==> src/rtl/bitbr_pkg.sv <==
package bitbr_pkg;
  localparam logic [4:0] BB_GROUP = 5'b11100;  // 0xE0..0xE7

  typedef struct packed {
    logic legal;
    logic test_state;
    logic modify;
    logic new_state;
  } bb_ctrl_t;
endpackage

==> src/rtl/bitbr_decode.sv <==
module bitbr_decode
  import bitbr_pkg::*;
(
  input  logic [7:0] opcode_i,
  output bb_ctrl_t   ctrl_o
);
  always_comb begin
    ctrl_o.legal      = (opcode_i[7:3] == BB_GROUP);
    ctrl_o.test_state = ~opcode_i[0];
    ctrl_o.modify     = |opcode_i[2:1];
    unique case (opcode_i[2:1])
      2'b01:   ctrl_o.new_state = 1'b1;          // set variants
      2'b10:   ctrl_o.new_state = 1'b0;          // clear variants
      2'b11:   ctrl_o.new_state = ~opcode_i[0];  // locked pair: new = test
      default: ctrl_o.new_state = 1'b0;
    endcase
  end
endmodule

==> src/rtl/bitbr_exec.sv <==
module bitbr_exec
  import bitbr_pkg::*;
#(
  parameter int XLEN   = 32,
  parameter int DISP_W = 8,
  parameter int POS_W  = 32
) (
  input  bb_ctrl_t          ctrl_i,
  input  logic [POS_W-1:0]  pos_i,
  input  logic [XLEN-1:0]   reg_val_i,
  input  logic [DISP_W-1:0] disp_i,
  input  logic [XLEN-1:0]   pc_i,
  output logic              taken_o,
  output logic [XLEN-1:0]   next_pc_o,
  output logic [XLEN-1:0]   reg_val_o,
  output logic              reg_we_o,
  output logic              fault_o,
  output logic              illegal_o
);
  localparam int IDX_W = $clog2(XLEN);
  localparam logic [POS_W-1:0] POS_MAX = POS_W'(XLEN - 1);

  logic             range_bad, exec_ok, cur_bit;
  logic [IDX_W-1:0] idx;
  logic [XLEN-1:0]  disp_sx;

  assign range_bad = (pos_i > POS_MAX);
  assign exec_ok   = ctrl_i.legal & ~range_bad;
  assign idx       = pos_i[IDX_W-1:0];
  assign cur_bit   = reg_val_i[idx];
  assign disp_sx   = {{(XLEN-DISP_W){disp_i[DISP_W-1]}}, disp_i};

  assign illegal_o = ~ctrl_i.legal;
  assign fault_o   = ctrl_i.legal & range_bad;
  assign taken_o   = exec_ok & (cur_bit == ctrl_i.test_state);
  assign reg_we_o  = exec_ok & ctrl_i.modify;
  assign next_pc_o = taken_o ? pc_i + disp_sx : pc_i;

  for (genvar b = 0; b < XLEN; b++) begin : g_wb
    assign reg_val_o[b] = (reg_we_o && idx == IDX_W'(b)) ? ctrl_i.new_state
                                                           : reg_val_i[b];
  end
endmodule

==> src/rtl/bitbr_unit.sv <==
module bitbr_unit
  import bitbr_pkg::*;
#(
  parameter int XLEN   = 32,
  parameter int DISP_W = 8,
  parameter int POS_W  = 32,
  parameter int FLAG_W = 4
) (
  input  logic              clk_i,
  input  logic              rst_ni,
  input  logic              valid_i,
  input  logic [7:0]        opcode_i,
  input  logic [POS_W-1:0]  pos_i,
  input  logic [XLEN-1:0]   reg_val_i,
  input  logic [DISP_W-1:0] disp_i,
  input  logic [XLEN-1:0]   pc_i,
  input  logic [FLAG_W-1:0] flags_i,
  output logic              valid_o,
  output logic              taken_o,
  output logic [XLEN-1:0]   next_pc_o,
  output logic [XLEN-1:0]   reg_val_o,
  output logic              reg_we_o,
  output logic              fault_o,
  output logic              illegal_o,
  output logic [FLAG_W-1:0] flags_o
);
  bb_ctrl_t        ctrl;
  logic            taken_c, we_c, fault_c, illegal_c;
  logic [XLEN-1:0] npc_c, rv_c;

  bitbr_decode u_dec (.opcode_i(opcode_i), .ctrl_o(ctrl));

  bitbr_exec #(.XLEN(XLEN), .DISP_W(DISP_W), .POS_W(POS_W)) u_exec (
    .ctrl_i(ctrl), .pos_i(pos_i), .reg_val_i(reg_val_i), .disp_i(disp_i),
    .pc_i(pc_i), .taken_o(taken_c), .next_pc_o(npc_c), .reg_val_o(rv_c),
    .reg_we_o(we_c), .fault_o(fault_c), .illegal_o(illegal_c)
  );

  always_ff @(posedge clk_i or negedge rst_ni) begin
    if (!rst_ni) valid_o <= 1'b0;
    else         valid_o <= valid_i;
  end

  always_ff @(posedge clk_i or negedge rst_ni) begin
    if (!rst_ni) begin
      taken_o   <= 1'b0;
      next_pc_o <= '0;
      reg_val_o <= '0;
      reg_we_o  <= 1'b0;
      fault_o   <= 1'b0;
      illegal_o <= 1'b0;
      flags_o   <= '0;
    end else if (valid_i) begin
      taken_o   <= taken_c;
      next_pc_o <= npc_c;
      reg_val_o <= rv_c;
      reg_we_o  <= we_c;
      fault_o   <= fault_c;
      illegal_o <= illegal_c;
      flags_o   <= flags_i;
    end
  end
endmodule

==> config.mk <==
export PLATFORM = sky130hd
export DESIGN_NAME = bitbr_unit
export DESIGN_NICKNAME = d
export VERILOG_FILES = /design/src/rtl/bitbr_pkg.sv /design/src/rtl/bitbr_decode.sv /design/src/rtl/bitbr_exec.sv /design/src/rtl/bitbr_unit.sv
export SDC_FILE = /design/constraint.sdc
export NUM_CORES = 1
export LEC_CHECK = 0
export BUFFER_PORTS_ARGS = -buffer_cell sky130_fd_sc_hd__buf_2
export CORE_MARGIN = 2
export CORE_UTILIZATION = 52
export DETAILED_ROUTE_END_ITERATION = 8
export GPL_ROUTABILITY_DRIVEN = 0
export HOLD_SLACK_MARGIN = 0.15
export PLACE_DENSITY = 0.81
export REMOVE_ABC_BUFFERS = 1
export SLEW_MARGIN = 20
export SYNTH_ARGS = -nofsm -noshare
export SYNTH_HDL_FRONTEND = slang
export SYNTH_HIERARCHICAL = 1
export SYNTH_SLANG_ARGS = --single-unit
==> constraint.sdc <==
create_clock -name clk_i -period 1.05 [get_ports clk_i]
set_clock_uncertainty 0.2 [all_clocks]
set_input_delay 0 -clock clk_i [delete_from_list [all_inputs] [get_ports clk_i]]
set_output_delay 0 -clock clk_i [all_outputs]
set_load 0.05 [all_outputs]
# After elaboration in Yosys (flattened, before gate mapping)
# Index checks and enable logic that the tools add are counted.
dict set report op_classes {
  n_reduce_logical 34
  add_sub_neg 1
  multipliers 0
  n_eq_ne 35
  n_lt_le_gt_ge 2
  n_shift 0
  bitwise_logic 7
  n_div 0
  mux 36
}
# op count
set op_table {}
lappend op_table {{5-bit equality test, second input constant} 17}
lappend op_table {{5-bit by 4-bit equality test with 1-bit output, second input constant} 8}
lappend op_table {{1-bit two-way mux} 33}
lappend op_table {{32-bit adder} 1}
lappend op_table {{32-bit by 5-bit > comparator with 1-bit output, second input constant} 1}
lappend op_table {{1-bit logical AND} 32}
lappend op_table {{32-bit two-way mux} 1}
lappend op_table {{5-bit by 3-bit equality test with 1-bit output, second input constant} 4}
lappend op_table {{5-bit by 2-bit equality test with 1-bit output, second input constant} 2}
lappend op_table {{5-bit by 6-bit less-than comparator with 1-bit output, second input constant} 1}
lappend op_table {{1-bit binary-select mux with 5-bit select} 1}
lappend op_table {{5-bit by 1-bit equality test with 1-bit output, second input constant} 1}
lappend op_table {{5-bit zero test} 1}
lappend op_table {{1-bit bitwise AND} 4}
lappend op_table {{1-bit inverter} 3}
lappend op_table {{2-bit by 1-bit equality test with 1-bit output, second input constant} 1}
lappend op_table {{2-bit equality test, second input constant} 1}
lappend op_table {{1-bit one-hot mux with 2 select lines} 1}
lappend op_table {{2-bit OR reduction} 1}
lappend op_table {{1-bit equality test} 1}
dict set report totals {
  mem_bits_ro 0
  inputBits 119
  out_inout_bits 73
  ram_bits 0
  latchBits 0
  register_bits 73
  wordCells 123
  mem_count 0
}

# Logic depth before layout (Yosys ltp)
# Gate-level depths: netlist of the first run.
dict set report logic_depth {
  depth_word 6
  depth_mapped 12
  mapped_depth_nobuf 12
}

# Cells and area by module
# Netlist of the first run, hierarchy kept.
# module cells_each instances area_per_inst_um2 seq_area_each_um2
set modules_own_cells {}
lappend modules_own_cells {bitbr_unit 153 1 3051.7 1826.8}
lappend modules_own_cells {bitbr_exec 411 1 2911.5 0.0}
lappend modules_own_cells {bitbr_decode 5 1 30.0 0.0}

# Least setup slack after synthesis of the first run
# OpenSTA, ideal clock, no wires.
dict set report synth_path {
  path_type {in2reg}
  startpoint {in pos_i[0]}
  endpoint {reg next_pc_o[27]}
  t_arrival_ns 2.548
  path_slack_ns -1.824
  n_path_buf 2
  t_required_ns 0.725
  setup_time_ns 0.125
  stages 8
  cell_sequence {buf_4 -> mux4_2 -> mux4_2 -> mux2i_4 -> mux2i_1 -> buf_6 -> mux2_1 -> mux2_4}
}
dict set report synth_via {
  elab_chain_len 5
  elab_cells_between_ends 8
  cone_classes {1 x order compare; 1 x eq/ne; 3 x mux; 3 x bitwise}
}
# element line_no
set synth_lines {}
lappend synth_lines {{start, declared} bitbr_unit.sv:13} ;# input logic [POS_W-1:0] pos_i,
lappend synth_lines {{32-bit by 5-bit > comparator with 1-bit output or 1-bit binary-select mux with 5-bit select (tied branches)} {bitbr_exec.sv:27, bitbr_exec.sv:30}}
lappend synth_lines {{1-bit inverter or 1-bit two-way mux (tied branches)} {bitbr_exec.sv:28, bitbr_exec.sv:30}}
lappend synth_lines {{1-bit bitwise AND or 1-bit equality test (tied branches)} {bitbr_exec.sv:28, bitbr_exec.sv:35}}
lappend synth_lines {{1-bit bitwise AND (*)} bitbr_exec.sv:35} ;# assign taken_o = exec_ok & (cur_bit == ctrl_i.test_state);
lappend synth_lines {{32-bit two-way mux (*)} bitbr_exec.sv:37} ;# assign next_pc_o = taken_o ? pc_i + disp_sx : pc_i;
lappend synth_lines {{named net npc_c[27]} bitbr_unit.sv:29} ;# logic [XLEN-1:0] npc_c, rv_c;
lappend synth_lines {{end signal, assigned} bitbr_unit.sv:55} ;# next_pc_o <= npc_c;
lappend synth_lines {{end, declared} bitbr_unit.sv:20} ;# output logic [XLEN-1:0] next_pc_o,
# The timed path passes the listed nets; every way through them passes the cells marked *. The select of a mux whose other input is x is not followed.
# A chain may end at the register's enable or synchronous reset.

# Final worst setup path of the first run
dict set report layout_path {
  startpoint {in pos_i[0]}
  endpoint {reg next_pc_o[31]}
}
# Same word-level chain as after synthesis.

==> qor.yml, run 1 <==
synthesis:
  synth_area_per_cell_um2: 10.5
  yosysSeqAreaShare_pct: 30.5
  yosys_warnings: 6
  synth_top_area_share_pct: 30.5
  dominantRegCellSynth: "sky130_fd_sc_hd__dfrtp_1"
  synth_top_cells_by_count: "73 x sky130_fd_sc_hd__dfrtp_1, 70 x sky130_fd_sc_hd__mux2_4, 61 x sky130_fd_sc_hd__nand2_1"
  synthCells: 569
  synth.top_cells.by_area: "sky130_fd_sc_hd__dfrtp_1 30%, sky130_fd_sc_hd__mux2_4 18%, sky130_fd_sc_hd__ha_1 6.5%"
  post-synth-top-area-cell: "sky130_fd_sc_hd__dfrtp_1"
  synth_enable_flop_cells: 0
  post_synth_instance_area_um2: 5990
  largest_family_of_logic_cells_by_synthesized_area: "multiplexers"
  most_repeated_cell_in_the_gate_level_netlist_after_synthesis: "sky130_fd_sc_hd__dfrtp_1"
  asyncSetResetFlopFracSynth_pct: 100
  post_synth_and_or_nand_nor_area_fraction_pct: 13.8
  synth_compound_gate_area_share_pct: 12.1
  number_of_distinct_library_cells_after_synthesis: 59
  synth_seq_cells: 73
  synth_mux_area_share_pct: 28.4
  synth_xor_area_share_pct: 4.09
  yosys.area_share.adder_pct: 6.81
clocking:
  tritoncts: "done"
  clock_tree.htree_level_count: 3
  cts.sinks: 73
  cts_clock_pin_slew_for_the_worst_setup_and_hold_paths_ns: 0.07
  cts_buffer_depth: 2
  tritoncts.num_buffers: 9
  cts-root-buf: "sky130_fd_sc_hd__clkbuf_16"
  clk-insertion-delay-late_ns: 0.35
route:
  ant_nets: 0
  drtIter0Drc: 757
  route.final.wire_length_mm: 27.7
  drcViolationCount: 0
  viasPerCell: 6.40
  route.vias.total: 6961
  detail_route.first_pass.iterations: 6
  detail_route.wl_per_cell_um: 25.5
final_layout:
  multi_input_combinational_cell_area_um2: 4700
  fin_nets: 1090
  synthToLayoutAreaGrowth_pct: 72.8
  fraction_of_final_layout_cells_with_drive_strength_greater_than_1_pct: 62.7
  sequential_cell_area_um2: 1830
  filler_cell_count: 422
  antenna-diode-count: 0
grt:
  number_of_global_route_vias_before_repair: 7074
  number_of_antenna_violations_at_the_first_check_in_global_routing: 0
  grt_max_degree: 33
  grt_util_all_layers_pct: 38.3
  global_route.overflow_total: 0
  grt_first_pass_wirelength_mm: 37.8
worst_setup_path:
  critPathLaunchType: "input pin"
  reg_to_reg_start: "next_pc_o[19]"
  crit_path_end_kind: "register"
  critPathLaunch: "pos_i[0]"
  crit_path_end: "next_pc_o[31]"
  flop_to_flop_setup_slack_ns: -0.03
  critPathMaxFanout: 7
  critical_path_start_end_classification: "input pin to register"
  critical_path.reg2reg.endpoint: "next_pc_o[19]"
  ff2ff_path_depth: 1
  crit_arrival_ns: 2.68
  critical_path_required_ns: 1.09
floorplanning:
  die-width_um: 111
  die_height_um: 111
  floorplan.die_area_um2: 12400
  core_um2: 11300
  top_level_ports: 192
  initial_core_util_pct: 52.9
  placementRows: 39
timing:
  timing_hold_violations_final: 64
  slew_violations: 0
  fin_crit_sh_pct: 252
  finalWorstPathRequiredPeriod_ns: 2.65
  rsz0062_at_grt: "yes"
  worst_slew_pin_slew_ns: 0.686
  maxSlewHeadroom_pct: 54.1
  worst_hold_slack_ns: -0.156
  timing.fmax_ghz: 0.378
  setup_viol: 144
  postLayoutSetupSlackWorst_ns: -1.60
pwr:
  ir_worst_vdd_mv: 1.03
  powerDensity_nw_per_um2: 1180
  power_mw: 12.3
  leakage_nw: 5.02
place:
  detailedPlacementHpwl_mm: 13.7
  port-buffer-count: 191
status:
  run_status: "complete, but fails checks"
  failing_checks: "hold timing, setup timing"
hold_path:
  worst_hold_path.num_cells: 3
  hold_path.class: "input pin to register"
job:
  drv.max_cap_violation_count: 0
-- stage by stage --
stage               TNS, ns  cell area, um^2  worst slack (ns)  utilization (%)  instances
finish               -92.93            10400             -1.60             91.5       1087
CTS                  -81.03             9860             -1.43             87.1       1074
global placement    -113.00             8050             -2.10             71.1       1020
detailed placement  -117.94             8050             -2.19             71.1       1020
global route         -95.86            10400             -1.62             91.5       1087
floorplan           -143.88             5760             -3.61                -        543
-- area by class of cell --
type	count	area share (%)
Multi-Input combinational cell	463	45.3
Inverter	7	0.254
Sequential cell	73	17.6
Timing Repair Buffer	385	31.9
Tap cell	143	1.73
Clock buffer	10	2.31
Clock inverter	6	0.870
-- per-layer routing --
metal,track usage [%],part of all wire (%),vias up
met2,70.2,50,597
met4,18.8,7.3,0
met5,0,0,-
met3,8.38,8.8,185
li1,-,-,2836
met1,41.8,34,3343
-- cells in the final DEF, fill, tap and decap left out, drive strengths merged, types with 13 or more instances in the layout --
master         n
a21oi         35
buf          355
clkbuf        14
dfrtp         73
dlygate4sd3   26
ha            31
mux2         105
nand2         61
nand3         15
nor2          27
o21ai         43
xnor2         15
xor2          13
-- worst min path at each step --
stage / from / endpoint
detailed placement: rst_ni / reg_val_o[24]
global route: reg_val_i[24] / reg_val_o[24]
CTS: pc_i[0] / next_pc_o[0]
floorplan: rst_ni / fault_o
global placement: rst_ni / reg_val_o[29]
finish: reg_val_i[10] / reg_val_o[10]
-- timing repair --
item                                   in CTS  in global routing
gates resized for setup                   287                 76
cloned                                      1                  3
hold buffers                               26                  1
setup endpoints to repair                 140                146
endpoints found under the hold margin     146                 92
pin swaps                                  31                 40
buffers inserted                           12                 14
-- report_power, final --
part | leakage (nW) | switching (mW) | internal [mW]
clock | 0.159 | 1.46 | 2.16
sequential | 0.857 | 0.274 | 3.08
combinational | 4.00 | 2.82 | 2.46
-- worst max-delay path: stages --
cell                        delay (ns)
sky130_fd_sc_hd__buf_12           0.12
sky130_fd_sc_hd__mux4_2           0.53
sky130_fd_sc_hd__mux4_2           0.53
sky130_fd_sc_hd__mux2i_4          0.25
sky130_fd_sc_hd__mux2i_4          0.36
sky130_fd_sc_hd__buf_12           0.14
sky130_fd_sc_hd__clkbuf_16        0.13
sky130_fd_sc_hd__nor4b_1          0.06
sky130_fd_sc_hd__o21ai_1          0.15
sky130_fd_sc_hd__nand4_1          0.12
sky130_fd_sc_hd__mux2_4           0.27
-- flip-flops by register name, indices dropped and copies added (netlist names) --
signal	flops
valid_o	1
fault_o	1
reg_we_o	1
flags_o	4
illegal_o	1
taken_o	1
next_pc_o	32
reg_val_o	32
-- kinds of logic after synthesis --
| kind of cell | Yosys count |
|---|---|
| muxes | 117 |
| DFF | 73 |
| and+or+nand+nor | 166 |
| AOI/OAI and AO/OA | 120 |
| adders and majority gates | 32 |
| xor gates and xnor gates | 28 |
| buffers and inverters | 33 |
Power figures use the tool's default switching activity.
==> run 2: changes to the inputs <==
--- a/config.mk
+++ b/config.mk
@@ -5,13 +5,14 @@
 export SDC_FILE = /design/constraint.sdc
 export NUM_CORES = 1
 export LEC_CHECK = 0
+export ABC_AREA = 1
 export BUFFER_PORTS_ARGS = -buffer_cell sky130_fd_sc_hd__buf_2
 export CORE_MARGIN = 2
-export CORE_UTILIZATION = 52
+export CORE_UTILIZATION = 54
 export DETAILED_ROUTE_END_ITERATION = 8
 export GPL_ROUTABILITY_DRIVEN = 0
-export HOLD_SLACK_MARGIN = 0.15
-export PLACE_DENSITY = 0.81
+export HOLD_SLACK_MARGIN = 0.12
+export PLACE_DENSITY = 0.82
 export REMOVE_ABC_BUFFERS = 1
 export SLEW_MARGIN = 20
 export SYNTH_ARGS = -nofsm -noshare
==> run 2 against run 1 <==
Net effect:
- the flow now stops in global routing
- synthesized cell count up 120%
- synthesized area up 19%
==> qor.yml, run 2 <==
floorplanning:
  placementRows: 41  # +5.1%
  die_height_um: 119  # +6.7%
  initial_core_util_pct: 56.0  # +3.0 points
  die-width_um: 119  # +6.7%
  top_level_ports: 192  # unchanged
synthesis:
  post_synth_instance_area_um2: 7120  # +19%
  number_of_distinct_library_cells_after_synthesis: 36  # -39%
  synth_area_per_cell_um2: 5.61  # -47%
  synth.top_cells.by_area: "sky130_fd_sc_hd__nand2_1 36%, sky130_fd_sc_hd__dfrtp_1 26%, sky130_fd_sc_hd__inv_1 7.6%"
  asyncSetResetFlopFracSynth_pct: 100  # unchanged
  yosys_warnings: 6  # unchanged
  synth_enable_flop_cells: 0  # unchanged
  dominantRegCellSynth: "sky130_fd_sc_hd__dfrtp_1"
  yosysSeqAreaShare_pct: 25.7  # -4.8 points
  synth_seq_cells: 73  # unchanged
  most_repeated_cell_in_the_gate_level_netlist_after_synthesis: "sky130_fd_sc_hd__nand2_1"
  synth_top_cells_by_count: "676 x sky130_fd_sc_hd__nand2_1, 145 x sky130_fd_sc_hd__inv_1, 99 x sky130_fd_sc_hd__nor2_1"
  post-synth-top-area-cell: "sky130_fd_sc_hd__nand2_1"
  synthCells: 1269  # +120%
  synth_top_area_share_pct: 35.6  # +5.2 points
clocking:
  cts.sinks: 73  # unchanged
  cts_buffer_depth: 2  # unchanged
  clock_tree.htree_level_count: 3  # unchanged
  tritoncts.num_buffers: 9  # unchanged
  cts-root-buf: "sky130_fd_sc_hd__clkbuf_16"
grt:
  grt_max_degree: 50
timing:
  worst-ep-kind: "register input"
  globalroute.repair_timing.worst_endpoint: "next_pc_o[18]$_DFFE_PN0P_/D"
place:
  place_worst_setup_slack_ns: -1.20  # +0.991 ns
  port-buffer-count: 191  # unchanged
  place_area_um2: 9080  # +13%
  detailedPlacementHpwl_mm: 17.7  # +30%
status:
  stop_stage: "global routing"
  run_status: "aborted with a tool error"
  toolErrorMsg: "[ERROR DPL-0038] Utilization greater than 100%, impossible to legalize"
-- run 2: cells by family after synthesis --
family | count (synthesis) | share of synthesized area (%)
compound gates | 57 | 4.13
xor+xnor | 15 | 1.85
fa+ha+maj | 32 | 5.73
buf+inv | 192 | 11.7
flops | 73 | 25.7
simple gates | 900 | 51.0
-- run 2: per-stage QoR --
| step | instances | utilization, % | hold WS (ns) |
|---|---|---|---|
| 3_5_place_dp | 1705 | 71.4 | -0.357 |
| 4_1_cts | 1825 | 91.3 | -0.236 |
| 2_1_floorplan | 1225 | - | -0.496 |
| 3_3_place_gp | 1705 | 71.4 | -0.355 |
-- run 2: repair_timing --
action                                 CTS
pin swaps                               32
hold buffers                            68
setup endpoints to repair              139
setup buffers                           33
endpoints found under the hold margin  146
cloned                                   3
gates resized for setup                302
==> run 3: changes to the inputs <==
--- a/config.mk
+++ b/config.mk
@@ -8,11 +8,10 @@
 export ABC_AREA = 1
 export BUFFER_PORTS_ARGS = -buffer_cell sky130_fd_sc_hd__buf_2
 export CORE_MARGIN = 2
-export CORE_UTILIZATION = 54
+export CORE_UTILIZATION = 40
 export DETAILED_ROUTE_END_ITERATION = 8
 export GPL_ROUTABILITY_DRIVEN = 0
-export HOLD_SLACK_MARGIN = 0.12
-export PLACE_DENSITY = 0.82
+export PLACE_DENSITY_LB_ADDON = 0.15
 export REMOVE_ABC_BUFFERS = 1
 export SLEW_MARGIN = 20
 export SYNTH_ARGS = -nofsm -noshare
==> run 3 against run 2 <==
Net effect:
- the flow now finishes, with violations (hold timing, setup timing)
- synthesized area did not move
- synthesized cell count is the same
==> qor.yml, run 3 <==
timing:
  timing.fmax_ghz: 0.586
  timing_hold_violations_final: 35
  worst_hold_slack_ns: -0.100
  slew_violations: 0
  fin_crit_sh_pct: 162
  setup_viol: 140
  rsz0062_at_grt: "yes"
  maxSlewHeadroom_pct: 61.4
  postLayoutSetupSlackWorst_ns: -0.655
  worst_slew_pin_slew_ns: 0.580
  finalWorstPathRequiredPeriod_ns: 1.71
worst_setup_path:
  critical_path.reg2reg.endpoint: "next_pc_o[11]"
  crit_slowest_cell: "sky130_fd_sc_hd__ha_2"
  crit_path_end_kind: "register"
  crit_path_max_incr_delay_ns: 0.39
  crit_arrival_ns: 1.79
  reg_to_reg_start: "next_pc_o[11]"
  critical_path_required_ns: 1.14
  critPathMaxFanout: 12
  path_cells: "buf_8 > ha_2 > nand2_2 > inv_1 > nand2_1 > nor2_4 > nand3b_1 > nand3_1 > nand2_1 > nand2_1 > nand4_1 > nand2_1 > nand2_1 > nand2_1"
  critical_path_start_end_classification: "input pin to register"
  crit_path_frequent_cell: "sky130_fd_sc_hd__nand2_1"
  critPathLaunchType: "input pin"
  flop_to_flop_setup_slack_ns: 0
  ff2ff_path_depth: 4
floorplanning:
  die_height_um: 137  # +16%
  core_um2: 17400
  top_level_ports: 192  # unchanged
  initial_core_util_pct: 41.0  # -15 points
  floorplan.die_area_um2: 18900
  die-width_um: 137  # +16%
  placementRows: 48  # +17%
place:
  port-buffer-count: 191  # unchanged
  detailedPlacementHpwl_mm: 18.6  # +5.2%
  dp_cells: 1765  # +3.5%
  place_worst_setup_slack_ns: -1.17  # +0.0318 ns
synthesis:
  dominantRegCellSynth: "sky130_fd_sc_hd__dfrtp_1"
  yosysSeqAreaShare_pct: 25.7  # unchanged
  most_repeated_cell_in_the_gate_level_netlist_after_synthesis: "sky130_fd_sc_hd__nand2_1"
  synth.top_cells.by_area: "sky130_fd_sc_hd__nand2_1 36%, sky130_fd_sc_hd__dfrtp_1 26%, sky130_fd_sc_hd__inv_1 7.6%"
  synth_top_area_share_pct: 35.6  # unchanged
  yosys_warnings: 6  # unchanged
  synth_seq_cells: 73  # unchanged
  synth_area_per_cell_um2: 5.61  # unchanged
  number_of_distinct_library_cells_after_synthesis: 36  # unchanged
  post_synth_instance_area_um2: 7120  # unchanged
  synthCells: 1269  # unchanged
  asyncSetResetFlopFracSynth_pct: 100  # unchanged
  synth_enable_flop_cells: 0  # unchanged
  synth_top_cells_by_count: "676 x sky130_fd_sc_hd__nand2_1, 145 x sky130_fd_sc_hd__inv_1, 99 x sky130_fd_sc_hd__nor2_1"
  post-synth-top-area-cell: "sky130_fd_sc_hd__nand2_1"
clocking:
  cts.sinks: 73  # unchanged
  tritoncts: "done"
  clk-insertion-delay-late_ns: 0.34
  tritoncts.num_buffers: 9  # unchanged
  cts_clock_pin_slew_for_the_worst_setup_and_hold_paths_ns: 0.06
  cts_buffer_depth: 2  # unchanged
  clock_tree.htree_level_count: 3  # unchanged
  cts-root-buf: "sky130_fd_sc_hd__clkbuf_16"
route:
  drtIter0Drc: 760
  ant_nets: 0
  viasPerCell: 5.07
  route.final.wire_length_mm: 29.6
  detail_route.first_pass.iterations: 6
  route.vias.total: 9690
  drcViolationCount: 0
  detail_route.wl_per_cell_um: 15.5
final_layout:
  reg_top3: "next_pc_o: 32 flops, reg_val_o: 32 flops, flags_o: 4 flops"
  antenna-diode-count: 0
  mostFrequentLayoutCells: "586 x sky130_fd_sc_hd__nand2_1, 154 x sky130_fd_sc_hd__buf_4, 141 x sky130_fd_sc_hd__inv_1, 111 x sky130_fd_sc_hd__buf_2, 87 x sky130_fd_sc_hd__buf_6"
  synthToLayoutAreaGrowth_pct: 72.1
  postLayoutCoreUtil_pct: 70.6
  filler_cell_count: 1445
  mostFrequentLayoutCell: "sky130_fd_sc_hd__nand2_1"
  fraction_of_final_layout_cells_with_drive_strength_greater_than_1_pct: 35.0
  final_cell_count_no_fill: 1910
  fin_nets: 1831
pwr:
  ir_worst_vdd_mv: 0.812
  power_mw: 11.9
  leakage_nw: 6.67
  powerDensity_nw_per_um2: 969
grt:
  grt_util_all_layers_pct: 30.0
  grt_first_pass_wirelength_mm: 44.7
  global_route.overflow_total: 0
  grt_max_degree: 73
  number_of_global_route_vias_before_repair: 9271
  number_of_antenna_violations_at_the_first_check_in_global_routing: 0
status:
  failing_checks: "hold timing, setup timing"
  run_status: "complete, but fails checks"
hold_path:
  hold_path.class: "input pin to async pin"
job:
  drv.max_cap_violation_count: 0
## run 3: cell counts after synthesis
Identical to the previous run, type by type.
## run 3: repair_timing
item	in CTS	in global routing
endpoints found under the hold margin	142	21
resized for setup	268	147
endpoints found under the setup margin	139	139
buffers inserted	26	24
pin swaps	36	57
hold buffers	67	3
cloned	6	4
## run 3: where the power goes
part           total, mW  leakage [nW]  internal, mW  switching, mW
clock               3.07         0.139          1.69           1.38
sequential          3.23         0.892          3.05          0.178
combinational       5.57          5.64          2.32           3.25
total               11.9          6.67          7.06           4.81
## run 3: through the flow
| step | hold slack, ns | setup TNS (ns) | instance area (um^2) |
|---|---|---|---|
| after detailed placement | -0.290 | -64.09 | 9110 |
| after global placement | -0.294 | -65.79 | 9110 |
| after global routing | -0.0898 | -47.49 | 12200 |
| after floorplan | -0.496 | -124.17 | 6850 |
| final | -0.100 | -39.35 | 12200 |
| after CTS | -0.210 | -37.33 | 11500 |
## run 3: area by class of cell
class	count	area, um^2	share of cell area [%]
inverters	148	568	4.64
multi-input cells	1004	5400	44.1
repair buffers	444	3880	31.7
well taps	225	282	2.30
clock buffers	10	239	1.95
flip-flops and latches	73	1830	14.9
clock inverters	6	51.3	0.419
## run 3: logic make-up (layout without fill, tap and decap cells)
| family | count (synthesis) | after routing | share of synthesized area, % |
|---|---|---|---|
| XOR/XNOR | 15 | 15 | 1.85 |
| AND/OR/NAND/NOR | 900 | 900 | 51.0 |
| adder cells (fa/ha/maj) | 32 | 32 | 5.73 |
| buffers and inverters | 192 | 608 | 11.7 |
| flip-flops | 73 | 73 | 25.7 |
| AO/OA/AOI/OAI | 57 | 57 | 4.13 |
## run 3: critical path: cells and delay by family
kind | cells | cell delay (ns)
buffers and inverters | 2 | 0.27
adders and majority gates | 1 | 0.39
and+or+nand+nor | 11 | 1.13
## run 3: worst max path at each step
stage,start,to,slack [ns],cells after the start
2_1_floorplan,pos_i[13],next_pc_o[25],-2.15,9
3_3_place_gp,disp_i[0],next_pc_o[14],-1.17,14
3_5_place_dp,disp_i[7],next_pc_o[31],-1.17,16
4_1_cts,pos_i[18],next_pc_o[12],-0.57,14
5_1_grt,disp_i[7],next_pc_o[19],-0.75,14
6_report,disp_i[7],next_pc_o[19],-0.66,14
## run 3: metal layers
layer	part of all wire (%)	wire [um]	GRT usage [%]	vias to the layer above
li1	-	-	-	4728
met1	40	11900	35.9	4428
met2	48	14200	52.9	429
met3	7.2	2130	4.89	105
met4	4.6	1380	12.9	0
met5	0	0	0	-
